`config.mk`:
```
export PLATFORM = sky130hd
export DESIGN_NAME = sdh_cmd_regs
export DESIGN_NICKNAME = d
export VERILOG_FILES = /design/src/rtl/sdh_pkg.sv /design/src/rtl/sdh_sync.sv /design/src/rtl/sdh_irq_status.sv /design/src/rtl/sdh_cmd_regs.sv
export SDC_FILE = /design/constraint.sdc
export NUM_CORES = 1
export LEC_CHECK = 0
export ABC_CLOCK_PERIOD_IN_PS = 3000
export BUFFER_PORTS_ARGS = -buffer_cell sky130_fd_sc_hd__buf_2
export CORE_MARGIN = 1
export CORE_UTILIZATION = 60
export CTS_BUF_LIST = sky130_fd_sc_hd__clkbuf_4
export CTS_CLUSTER_SIZE = 28
export DETAILED_ROUTE_END_ITERATION = 7
export PLACE_DENSITY = 0.84
export SLEW_MARGIN = 10
export SYNTH_ARGS = -nofsm -noshare
export SYNTH_HDL_FRONTEND = slang
export SYNTH_HIERARCHICAL = 1
export SYNTH_SLANG_ARGS = --single-unit
```
`constraint.sdc`:
```
create_clock -name clk -period 3 [get_ports clk]
set_input_delay 0.45 -clock clk [delete_from_list [all_inputs] [get_ports clk]]
set_output_delay 0.45 -clock clk [all_outputs]
set_load 0.01 [all_outputs]
```
`src/rtl/sdh_pkg.sv`:
```
package sdh_pkg;
    localparam int unsigned REG_AW  = 8;
    localparam int unsigned CMD_W   = 16;
    localparam int unsigned NUM_EVT = 4;

    localparam logic [REG_AW-1:0] OFS_STAT = 8'h00;
    localparam logic [REG_AW-1:0] OFS_IEN  = 8'h04;
    localparam logic [REG_AW-1:0] OFS_BUF  = 8'h08;
    localparam logic [REG_AW-1:0] OFS_CMD  = 8'h0C;
    localparam logic [REG_AW-1:0] OFS_ARG  = 8'h10;
    localparam logic [REG_AW-1:0] OFS_RSP0 = 8'h14;
    localparam logic [REG_AW-1:0] OFS_BLEN = 8'h24;
    localparam logic [REG_AW-1:0] OFS_BCNT = 8'h28;
    localparam logic [REG_AW-1:0] OFS_CARD = 8'h2C;

    // status bit positions
    localparam int unsigned EV_CMD  = 0;
    localparam int unsigned EV_DATA = 1;
    localparam int unsigned EV_CARD = 2;
    localparam int unsigned EV_TOUT = 3;

    typedef enum logic [1:0] {
        RSP_NONE  = 2'd0,
        RSP_SHORT = 2'd1,
        RSP_LONG  = 2'd2,
        RSP_OCR   = 2'd3
    } rsp_kind_e;
endpackage

```
`src/rtl/sdh_sync.sv`:
```
module sdh_sync #(
    parameter int unsigned WIDTH  = 2,
    parameter int unsigned STAGES = 2
) (
    input  logic             clk,
    input  logic             rst_n,
    input  logic [WIDTH-1:0] async_i,
    output logic [WIDTH-1:0] sync_o,
    output logic             changed_o
);
    typedef struct packed {
        logic [STAGES-1:0][WIDTH-1:0] chain;
        logic [WIDTH-1:0]             prev;
    } sync_t;

    sync_t s_d, s_q;

    assign sync_o    = s_q.chain[STAGES-1];
    assign changed_o = (s_q.chain[STAGES-1] != s_q.prev);

    always_comb begin
        s_d          = s_q;
        s_d.chain[0] = async_i;
        for (int i = 1; i < STAGES; i++) begin
            s_d.chain[i] = s_q.chain[i-1];
        end
        s_d.prev = s_q.chain[STAGES-1];
    end

    always_ff @(posedge clk or negedge rst_n) begin
        if (!rst_n) s_q <= '0;
        else        s_q <= s_d;
    end
endmodule

```
`src/rtl/sdh_irq_status.sv`:
```
module sdh_irq_status #(
    parameter int unsigned N = 4
) (
    input  logic         clk,
    input  logic         rst_n,
    input  logic [N-1:0] set_i,
    input  logic         cancel_i,
    input  logic         clr_we_i,
    input  logic [N-1:0] clr_mask_i,
    input  logic [N-1:0] en_i,
    output logic [N-1:0] status_o,
    output logic         irq_o
);
    logic [N-1:0] stat_d, stat_q;

    always_comb begin
        stat_d = stat_q;
        if (clr_we_i) stat_d = stat_d & ~clr_mask_i;
        if (cancel_i) stat_d[0] = 1'b0;
        stat_d = stat_d | set_i;
    end

    always_ff @(posedge clk or negedge rst_n) begin
        if (!rst_n) stat_q <= '0;
        else        stat_q <= stat_d;
    end

    assign status_o = stat_q;
    assign irq_o    = |(stat_q & en_i);

    p_set_wins_r9: assert property (@(posedge clk) disable iff (!rst_n)
        (|set_i) |=> ((stat_q & $past(set_i)) == $past(set_i)));

    p_w1c_r9: assert property (@(posedge clk) disable iff (!rst_n)
        (clr_we_i && |(clr_mask_i & ~set_i)) |=>
        ((stat_q & $past(clr_mask_i & ~set_i)) == '0));

    p_cancel_done_r6: assert property (@(posedge clk) disable iff (!rst_n)
        (cancel_i && !set_i[0]) |=> !stat_q[0]);
endmodule

```
`src/rtl/sdh_cmd_regs.sv`:
```
module sdh_cmd_regs
    import sdh_pkg::*;
#(
    parameter int unsigned BLK_W       = 11,
    parameter int unsigned SYNC_STAGES = 2,
    parameter int unsigned RSP_WORDS   = 4
) (
    input  logic                    clk,
    input  logic                    rst_n,
    input  logic                    reg_we,
    input  logic [REG_AW-1:0]       reg_addr,
    input  logic [31:0]             reg_wdata,
    output logic [31:0]             reg_rdata,
    output logic                    cmd_valid_o,
    input  logic                    cmd_ready_i,
    output logic [CMD_W-1:0]        cmd_word_o,
    output logic [31:0]             cmd_arg_o,
    output logic [BLK_W-1:0]        blk_len_o,
    output logic [BLK_W-1:0]        blk_cnt_o,
    output logic [31:0]             buf_base_o,
    input  logic                    eng_done_i,
    input  logic                    eng_timeout_i,
    input  logic                    eng_data_done_i,
    input  logic [32*RSP_WORDS-1:0] eng_resp_i,
    input  logic                    card_present_i,
    input  logic                    card_wp_i,
    output logic                    irq_o
);
    typedef struct packed {
        logic [NUM_EVT-1:0]               en;
        logic [31:0]                      bufb;
        logic [31:0]                      arg;
        logic [CMD_W-1:0]                 cmd;
        logic [BLK_W-1:0]                 blen;
        logic [BLK_W-1:0]                 bcnt;
        logic [RSP_WORDS-1:0][31:0]       resp;
        logic                             valid;
        logic                             busy;
    } regs_t;

    regs_t r_d, r_q;

    logic [1:0]         card_s;
    logic               card_chg;
    logic [NUM_EVT-1:0] status;
    logic [NUM_EVT-1:0] evt_set;
    logic               issued, done_ok, tout_ok, wr_cmd, clr_we;

    sdh_sync #(.WIDTH(2), .STAGES(SYNC_STAGES)) u_sync (
        .clk       (clk),
        .rst_n     (rst_n),
        .async_i   ({card_wp_i, card_present_i}),
        .sync_o    (card_s),
        .changed_o (card_chg)
    );

    assign issued  = r_q.busy && !r_q.valid;
    assign tout_ok = issued && eng_timeout_i;
    assign done_ok = issued && eng_done_i && !eng_timeout_i;
    assign wr_cmd  = reg_we && (reg_addr == OFS_CMD);
    assign clr_we  = reg_we && (reg_addr == OFS_STAT);

    always_comb begin
        evt_set          = '0;
        evt_set[EV_CMD]  = done_ok;
        evt_set[EV_DATA] = eng_data_done_i;
        evt_set[EV_CARD] = card_chg;
        evt_set[EV_TOUT] = tout_ok;
    end

    sdh_irq_status #(.N(NUM_EVT)) u_stat (
        .clk        (clk),
        .rst_n      (rst_n),
        .set_i      (evt_set),
        .cancel_i   (tout_ok),
        .clr_we_i   (clr_we),
        .clr_mask_i (reg_wdata[NUM_EVT-1:0]),
        .en_i       (r_q.en),
        .status_o   (status),
        .irq_o      (irq_o)
    );

    always_comb begin
        r_d = r_q;
        if (reg_we) begin
            case (reg_addr)
                OFS_IEN:  r_d.en   = reg_wdata[NUM_EVT-1:0];
                OFS_BUF:  r_d.bufb = reg_wdata;
                OFS_ARG:  r_d.arg  = reg_wdata;
                OFS_BLEN: r_d.blen = reg_wdata[BLK_W-1:0];
                OFS_BCNT: r_d.bcnt = reg_wdata[BLK_W-1:0];
                default:  ;
            endcase
        end
        if (wr_cmd && !r_q.busy) begin
            r_d.cmd   = reg_wdata[CMD_W-1:0];
            r_d.valid = 1'b1;
            r_d.busy  = 1'b1;
        end
        if (r_q.valid && cmd_ready_i) r_d.valid = 1'b0;
        if (tout_ok || done_ok)       r_d.busy  = 1'b0;
        if (done_ok) begin
            case (rsp_kind_e'(r_q.cmd[9:8]))
                RSP_LONG: begin
                    for (int i = 0; i < RSP_WORDS; i++)
                        r_d.resp[i] = eng_resp_i[32*i +: 32];
                end
                RSP_SHORT, RSP_OCR: begin
                    for (int i = 1; i < RSP_WORDS; i++)
                        r_d.resp[i] = '0;
                    r_d.resp[0] = eng_resp_i[31:0];
                end
                default: ;
            endcase
        end
    end

    always_ff @(posedge clk or negedge rst_n) begin
        if (!rst_n) r_q <= '0;
        else        r_q <= r_d;
    end

    always_comb begin
        reg_rdata = '0;
        case (reg_addr)
            OFS_STAT: reg_rdata[NUM_EVT-1:0] = status;
            OFS_IEN:  reg_rdata[NUM_EVT-1:0] = r_q.en;
            OFS_BUF:  reg_rdata = r_q.bufb;
            OFS_CMD:  reg_rdata[CMD_W-1:0] = r_q.cmd;
            OFS_ARG:  reg_rdata = r_q.arg;
            OFS_BLEN: reg_rdata[BLK_W-1:0] = r_q.blen;
            OFS_BCNT: reg_rdata[BLK_W-1:0] = r_q.bcnt;
            OFS_CARD: reg_rdata = {r_q.busy, 29'd0, card_s};
            default:  ;
        endcase
        for (int i = 0; i < RSP_WORDS; i++) begin
            if (reg_addr == OFS_RSP0 + REG_AW'(4*i)) reg_rdata = r_q.resp[i];
        end
    end

    assign cmd_valid_o = r_q.valid;
    assign cmd_word_o  = r_q.cmd;
    assign cmd_arg_o   = r_q.arg;
    assign blk_len_o   = r_q.blen;
    assign blk_cnt_o   = r_q.bcnt;
    assign buf_base_o  = r_q.bufb;

    p_offer_hold_r3: assert property (@(posedge clk) disable iff (!rst_n)
        (cmd_valid_o && !cmd_ready_i) |=> (cmd_valid_o && $stable(cmd_word_o)));

    p_valid_busy_r3: assert property (@(posedge clk) disable iff (!rst_n)
        cmd_valid_o |-> r_q.busy);

    p_busy_ignore_r4: assert property (@(posedge clk) disable iff (!rst_n)
        (wr_cmd && r_q.busy) |=> $stable(cmd_word_o));

    p_tout_ends_r6: assert property (@(posedge clk) disable iff (!rst_n)
        (issued && eng_timeout_i) |=> (!r_q.busy && !cmd_valid_o));

    p_long_resp_r5: assert property (@(posedge clk) disable iff (!rst_n)
        (done_ok && r_q.cmd[9:8] == 2'd2) |=> (r_q.resp[0] == $past(eng_resp_i[31:0])));
endmodule

```
After elaboration in Yosys (flattened, before gate mapping)

Cells that the tools add are included.

Input bits: 177
Bits in registers: 246
Output and inout bits: 136

Multiplexer cells: 14
Bitwise operators: 4
Equality and inequality tests: 15
Reduce and logical (&&, ||, !) cells: 24

Operator list:

| operator                                                               | number |
|---|---|
| 128-bit case mux with 2 select lines                                   | 1 |
| 32-bit 2-to-1 mux                                                      | 4 |
| 16-bit case mux with 3 select lines                                    | 1 |
| 7-bit case mux with 5 select lines                                     | 1 |
| 8-bit by 5-bit equality test with 1-bit output (second input constant) | 4 |
| 8-bit by 6-bit equality test with 1-bit output (second input constant) | 4 |
| 4-bit case mux with 8 select lines                                     | 1 |
| 8-bit by 4-bit equality test with 1-bit output (second input constant) | 2 |
| 5-bit case mux with 3 select lines                                     | 1 |
| 2-bit AND reduction                                                    | 6 |
| 4-bit AND                                                              | 2 |
| 8-bit by 3-bit equality test with 1-bit output (second input constant) | 1 |
| 1-bit logical AND                                                      | 8 |
| 8-bit logical NOT                                                      | 1 |
| 2-bit nonzero test                                                     | 3 |
| 2-bit equality test (second input constant)                            | 2 |
| 4-bit 2-to-1 mux                                                       | 1 |
| 4-bit NOT                                                              | 1 |
| 4-bit OR                                                               | 1 |
| 4-bit OR reduction                                                     | 1 |
| 1-bit logical NOT                                                      | 3 |
| 1-bit 2-to-1 mux                                                       | 3 |
| 2-bit by 1-bit equality test with 1-bit output (second input constant) | 1 |
| 2-bit 2-to-1 mux                                                       | 1 |
| other kinds (3)                                                        | 3 |

Logic depth before layout (Yosys ltp)

Word-level depth: 6
Mapped depth: 8
Mapped depth without buffers: 4

Modules after synthesis

Netlist, hierarchy kept.

Modules (own cells, without submodules):

| module         | instances | seq. area each (sq um) | cells each | area each (sq um) |
|---|---|---|---|---|
| sdh_cmd_regs   | 1         | 5905.7                 | 1256       | 12483.2 |
| sdh_sync       | 1         | 150.1                  | 11         | 186.4 |
| sdh_irq_status | 1         | 100.1                  | 16         | 168.9 |

Worst setup path after synthesis

Ideal clock, no wire load.

Path kind: in2out
Start: input port reg_addr[3]
End: output port reg_rdata[4]
Arrival: 1.922 ns
Slack: 0.628 ns
Stages on the path: 6
Buffers on the path: 2
Path through: buf_2 -> or4b_1 -> buf_2 -> a2111oi_0 -> nor4_1 -> o22ai_1

Longest elaborated chain between the ends: 6
Elaborated cells on any way between the ends: 14
Classes of those cells: 9 x eq/ne; 5 x mux

Ends and longest elaborated chain:

| item                                                                   | RTL line            | text |
|---|---|---|
| from (decl)                                                            | sdh_cmd_regs.sv:11  | `input logic [REG_AW-1:0] reg_addr,` |
| 8-bit by 6-bit equality test with 1-bit output (tied with other cells) | sdh_cmd_regs.sv:125 | `case (reg_addr)` |
| 7-bit case mux with 5 select lines                                     | sdh_cmd_regs.sv:125 |  |
| 32-bit 2-to-1 mux (3 in a row)                                         | sdh_cmd_regs.sv:137 | `if (reg_addr == OFS_RSP0 + REG_AW'(4*i)) reg_rdata = r_q.resp[i];` |
| 32-bit 2-to-1 mux *                                                    | sdh_cmd_regs.sv:137 |  |
| to (decl)                                                              | sdh_cmd_regs.sv:13  | `output logic [31:0] reg_rdata,` |

Mark *: on every way between the ends. The rest lies on a longest branch, timed or not.

Worst setup path after layout

Start: input port reg_addr[5]
End: output port reg_rdata[0]

Longest elaborated chain between the ends: 6
Elaborated cells on any way between the ends: 17
Classes of those cells: 11 x eq/ne; 5 x mux; 1 x reduce/logical

Ends and longest elaborated chain:

| item                                                                   | RTL line |
|---|---|
| 8-bit by 6-bit equality test with 1-bit output (tied with other cells) | sdh_cmd_regs.sv:125 |
| 4-bit case mux with 8 select lines                                     | sdh_cmd_regs.sv:125 |
| 32-bit 2-to-1 mux (3 in a row)                                         | sdh_cmd_regs.sv:137 |
| 32-bit 2-to-1 mux *                                                    | sdh_cmd_regs.sv:137 |

Marked as above.

==> impl_metrics.csv <==
group,metric,value,unit
outcome,status,"finished, final reports clean",
detailed_routing,met1Wirelength,15000,µm
timing,grt_setup_unrepaired,"no",
yosys,ys_ff_latch,246,
global_route,grt_pass1_wl,60900,µm
yosys,synth_nets,1460,
timing,fin_crit_sh,98.0,%
timing,finalHoldViolCount,0,
placed_design,dp_slack,-0.0557,ns
floorplanning,core,21000,µm²
cts,numCtsBuffers,66,
detailed_routing,dr.pass1.iters,7,
detailed_routing,num_vias,10900,
finish,seqCellArea,6160,µm²
cts,cts_max_level,3,
hold_path,hold_class,"input port to flip-flop",
placed_design,globalplace.congestion,0.945,
yosys,synth_warnings,6,
finish,layout-drive-gt1-share,36.3,%
detailed_routing,dr.first_iter.drc_count,777,
timing,slew_viol_final,0,
detailed_routing,top_layer,"met4",
timing,worstMarginPinSlew,1.16,ns
global_route,grt_use_total,36.3,%
detailed_routing,met2_length,19600,µm
timing,setup_viol,0,
yosys,netlist_instances,1283,
placed_design,placed_area,14000,µm²
run,max_cap_viol_count,0,
cts,clk-insertion-delay-late,0.65,ns
finish,layout_commonest_cell,"nand2_1",
power,cellLeakagePower,8.51,nW
cts,post-cts-setup-buffers,0,
finish,num-fill-cells,1517,
worst_setup_path,critPathCaptureType,"output port",
power,max-vdd-ir-drop,0.000363,V
finish,area_growth,20.8,%
yosys,synth-main-ff-cell,"dfrtp_1",
yosys,synth-seq-area-share,47.9,%
cts,cts.sinks,246,
timing,min_period,2.94,ns
finish,multi_input_area,5560,µm²
cts,clk_pin_slew,0.08,ns
worst_setup_path,critical_path_class,"input port to output port",
finish,fin_util,73.8,%
yosys,postSynthAreaPerCell,10.0,µm²
worst_setup_path,critPathLaunchType,"input port",
cts,root_buffer,"clkbuf_4",
floorplanning,die_x,148,µm
placed_design,dp_hpwl,26800,µm
global_route,gr-total-overflow,0,
detailed_routing,viasPerCell,5.75,
timing,finalClockSkew,0.0207,ns
global_route,grt_antenna_before_repair,4,
floorplanning,row_count,53,
floorplanning,start_util,61.1,%
global_route,grt_max_degree,78,
finish,layout_common_cells,"nand2_1 (315), buf_2 (310), dfrtp_1 (245), nand3b_1 (103), clkbuf_4 (96)",
power,p_per_area,475,nW/µm²
finish,layout.nets,1745,
timing,setup_tns,0,ns
timing,layout_setup_ws,0.0604,ns
floorplanning,io_pins,313,
detailed_routing,drc_errors,0,
cts,cts_buffer_depth,3,
worst_setup_path,path_max_fanout,12,
yosys,synth-edff-count,0,
power,power,7.37,mW
yosys,netlist_area,12800,µm²
worst_setup_path,required,2.55,ns
yosys,ys_async_sr_fraction,100,%
cts,cts_tree,"yes",
worst_setup_path,cp.arrival,2.49,ns
finish,postLayoutCellArea,15500,µm²
detailed_routing,wire_per_inst,20.6,µm
yosys,ys_types,59,
detailed_routing,ant_nets,0,
global_route,grt_pass1_vias,11100,
timing,max_freq,0.340,GHz
detailed_routing,dr_wl_met3,2950,µm
detailed_routing,wl,39000,µm
floorplanning,die_y,148,µm
floorplanning,die-area,22000,µm²
placed_design,io_buffers,312,
timing,relSlewSlack,22.2,%
-- where the power goes --
group	internal [mW]	switching, mW	leakage [nW]	total (mW)
clock	1.80	1.41	0.519	3.22
sequential	3.39	0.0754	3.38	3.47
combinational	0.332	0.349	4.61	0.681
total	5.53	1.84	8.51	7.37
-- registers in the layout, indices dropped and copies added (netlist names) --
signal           count
blk_cnt_o           11
blk_len_o           11
buf_base_o          32
cmd_arg_o           32
cmd_valid_o          1
cmd_word_o          16
r_q                133
u_stat/status_o      4
u_sync/s_d           2
u_sync/s_q           2
u_sync/sync_o        2
-- cell usage after synthesis, types with 3 or more instances --
library cell | n | area share [%]
buf_4 | 107 | 6.3
buf_1 | 7 | 0.20
a22oi_1 | 6 | 0.35
nor2_1 | 37 | 1.1
nand2b_1 | 10 | 0.49
mux2i_1 | 28 | 2.2
or4b_1 | 3 | 0.23
o211ai_1 | 6 | 0.35
nor2b_1 | 5 | 0.24
a2111oi_0 | 9 | 0.61
dfrtp_1 | 246 | 48
a211oi_1 | 10 | 0.58
a2bb2oi_1 | 3 | 0.20
nand3b_1 | 103 | 6.0
mux2_4 | 30 | 3.5
o21a_1 | 6 | 0.35
mux4_2 | 3 | 0.53
and2_1 | 14 | 0.68
a21oi_1 | 8 | 0.31
mux2_2 | 83 | 7.3
and3_1 | 18 | 0.88
a31oi_1 | 13 | 0.63
buf_2 | 16 | 0.62
inv_1 | 3 | 0.088
a21o_1 | 10 | 0.58
clkbuf_1 | 57 | 1.7
nor4_1 | 9 | 0.44
nand2_1 | 315 | 9.2
a22o_1 | 3 | 0.20
buf_6 | 3 | 0.26
nand3_1 | 13 | 0.51
o22ai_1 | 28 | 1.4
o32a_1 | 3 | 0.23
nor3_1 | 13 | 0.51
o21ai_0 | 25 | 0.97
-- routing by layer --
metal	up-vias	track usage [%]
met5	-	0
met1	5328	43.8
li1	4940	-
met4	0	15.5
met3	101	8.68
met2	508	62.0
-- repair_timing --
| item | in CTS | in global routing |
|---|---|---|
| gates resized for setup | 2 | 2 |
| endpoints found under the hold margin | 127 | 2 |
| endpoints found under the setup margin | 2 | 5 |
| hold buffers | 55 | 2 |
-- critical path, stage by stage --
cell,delay (ns)
buf_2,0.19
buf_4,0.23
or4b_2,0.65
nor2_1,0.27
a211oi_2,0.15
o21ai_0,0.34
buf_2,0.20
-- kinds of logic (layout without fill, tap and decap cells) --
| logic type | after synthesis | after routing | share of synthesized area [%] |
|---|---|---|---|
| buffers and inverters | 193 | 523 | 9.10 |
| flip-flops | 246 | 246 | 47.9 |
| multiplexers | 144 | 144 | 13.5 |
| other | 0 | 4 | 0 |
| AND/OR/NAND/NOR | 558 | 558 | 21.9 |
| XOR/XNOR | 2 | 2 | 0.136 |
| AO/OA/AOI/OAI | 140 | 140 | 7.41 |
-- per-stage QoR --
step | std cells | hold WS, ns
2_1_floorplan | 1283 | 0.154
3_3_place_gp | 1718 | 0.337
3_5_place_dp | 1718 | 0.337
4_1_cts | 1886 | 0.00176
5_1_grt | 1892 | 0.000795
6_report | 1892 | 0.0267
-- final timing paths --
check,slack (ns),end,from,cells past startpoint
worst max-delay path,0.06,reg_rdata[0],reg_addr[5],7
worst min-delay path,0.03,r_q[108]$_DFFE_PN0P_,eng_resp_i[106],3
worst max register to register,0.84,r_q[26]$_DFFE_PN0P_,cmd_word_o[8]$_DFFE_PN0P_,4
worst min register to register,0.34,u_sync/sync_o[1]$_DFF_PN0_,u_sync/s_d[5]$_DFF_PN0_,0
max in group asynchronous,1.75,r_q[119]$_DFFE_PN0P_,rst_n,3
min in group asynchronous,0.38,u_sync/sync_o[1]$_DFF_PN0_,rst_n,2
-- area by class of cell --
class	instances	share of cell area [%]
Sequential cell	246	39.7
Inverter	3	0.0726
Clock buffer	96	4.65
Antenna cell	4	0.0646
Multi-Input combinational cell	844	35.9
Timing Repair Buffer	407	16.3
Tap cell	275	2.22
Clock inverter	17	1.09
Power figures use the tool's default switching activity.
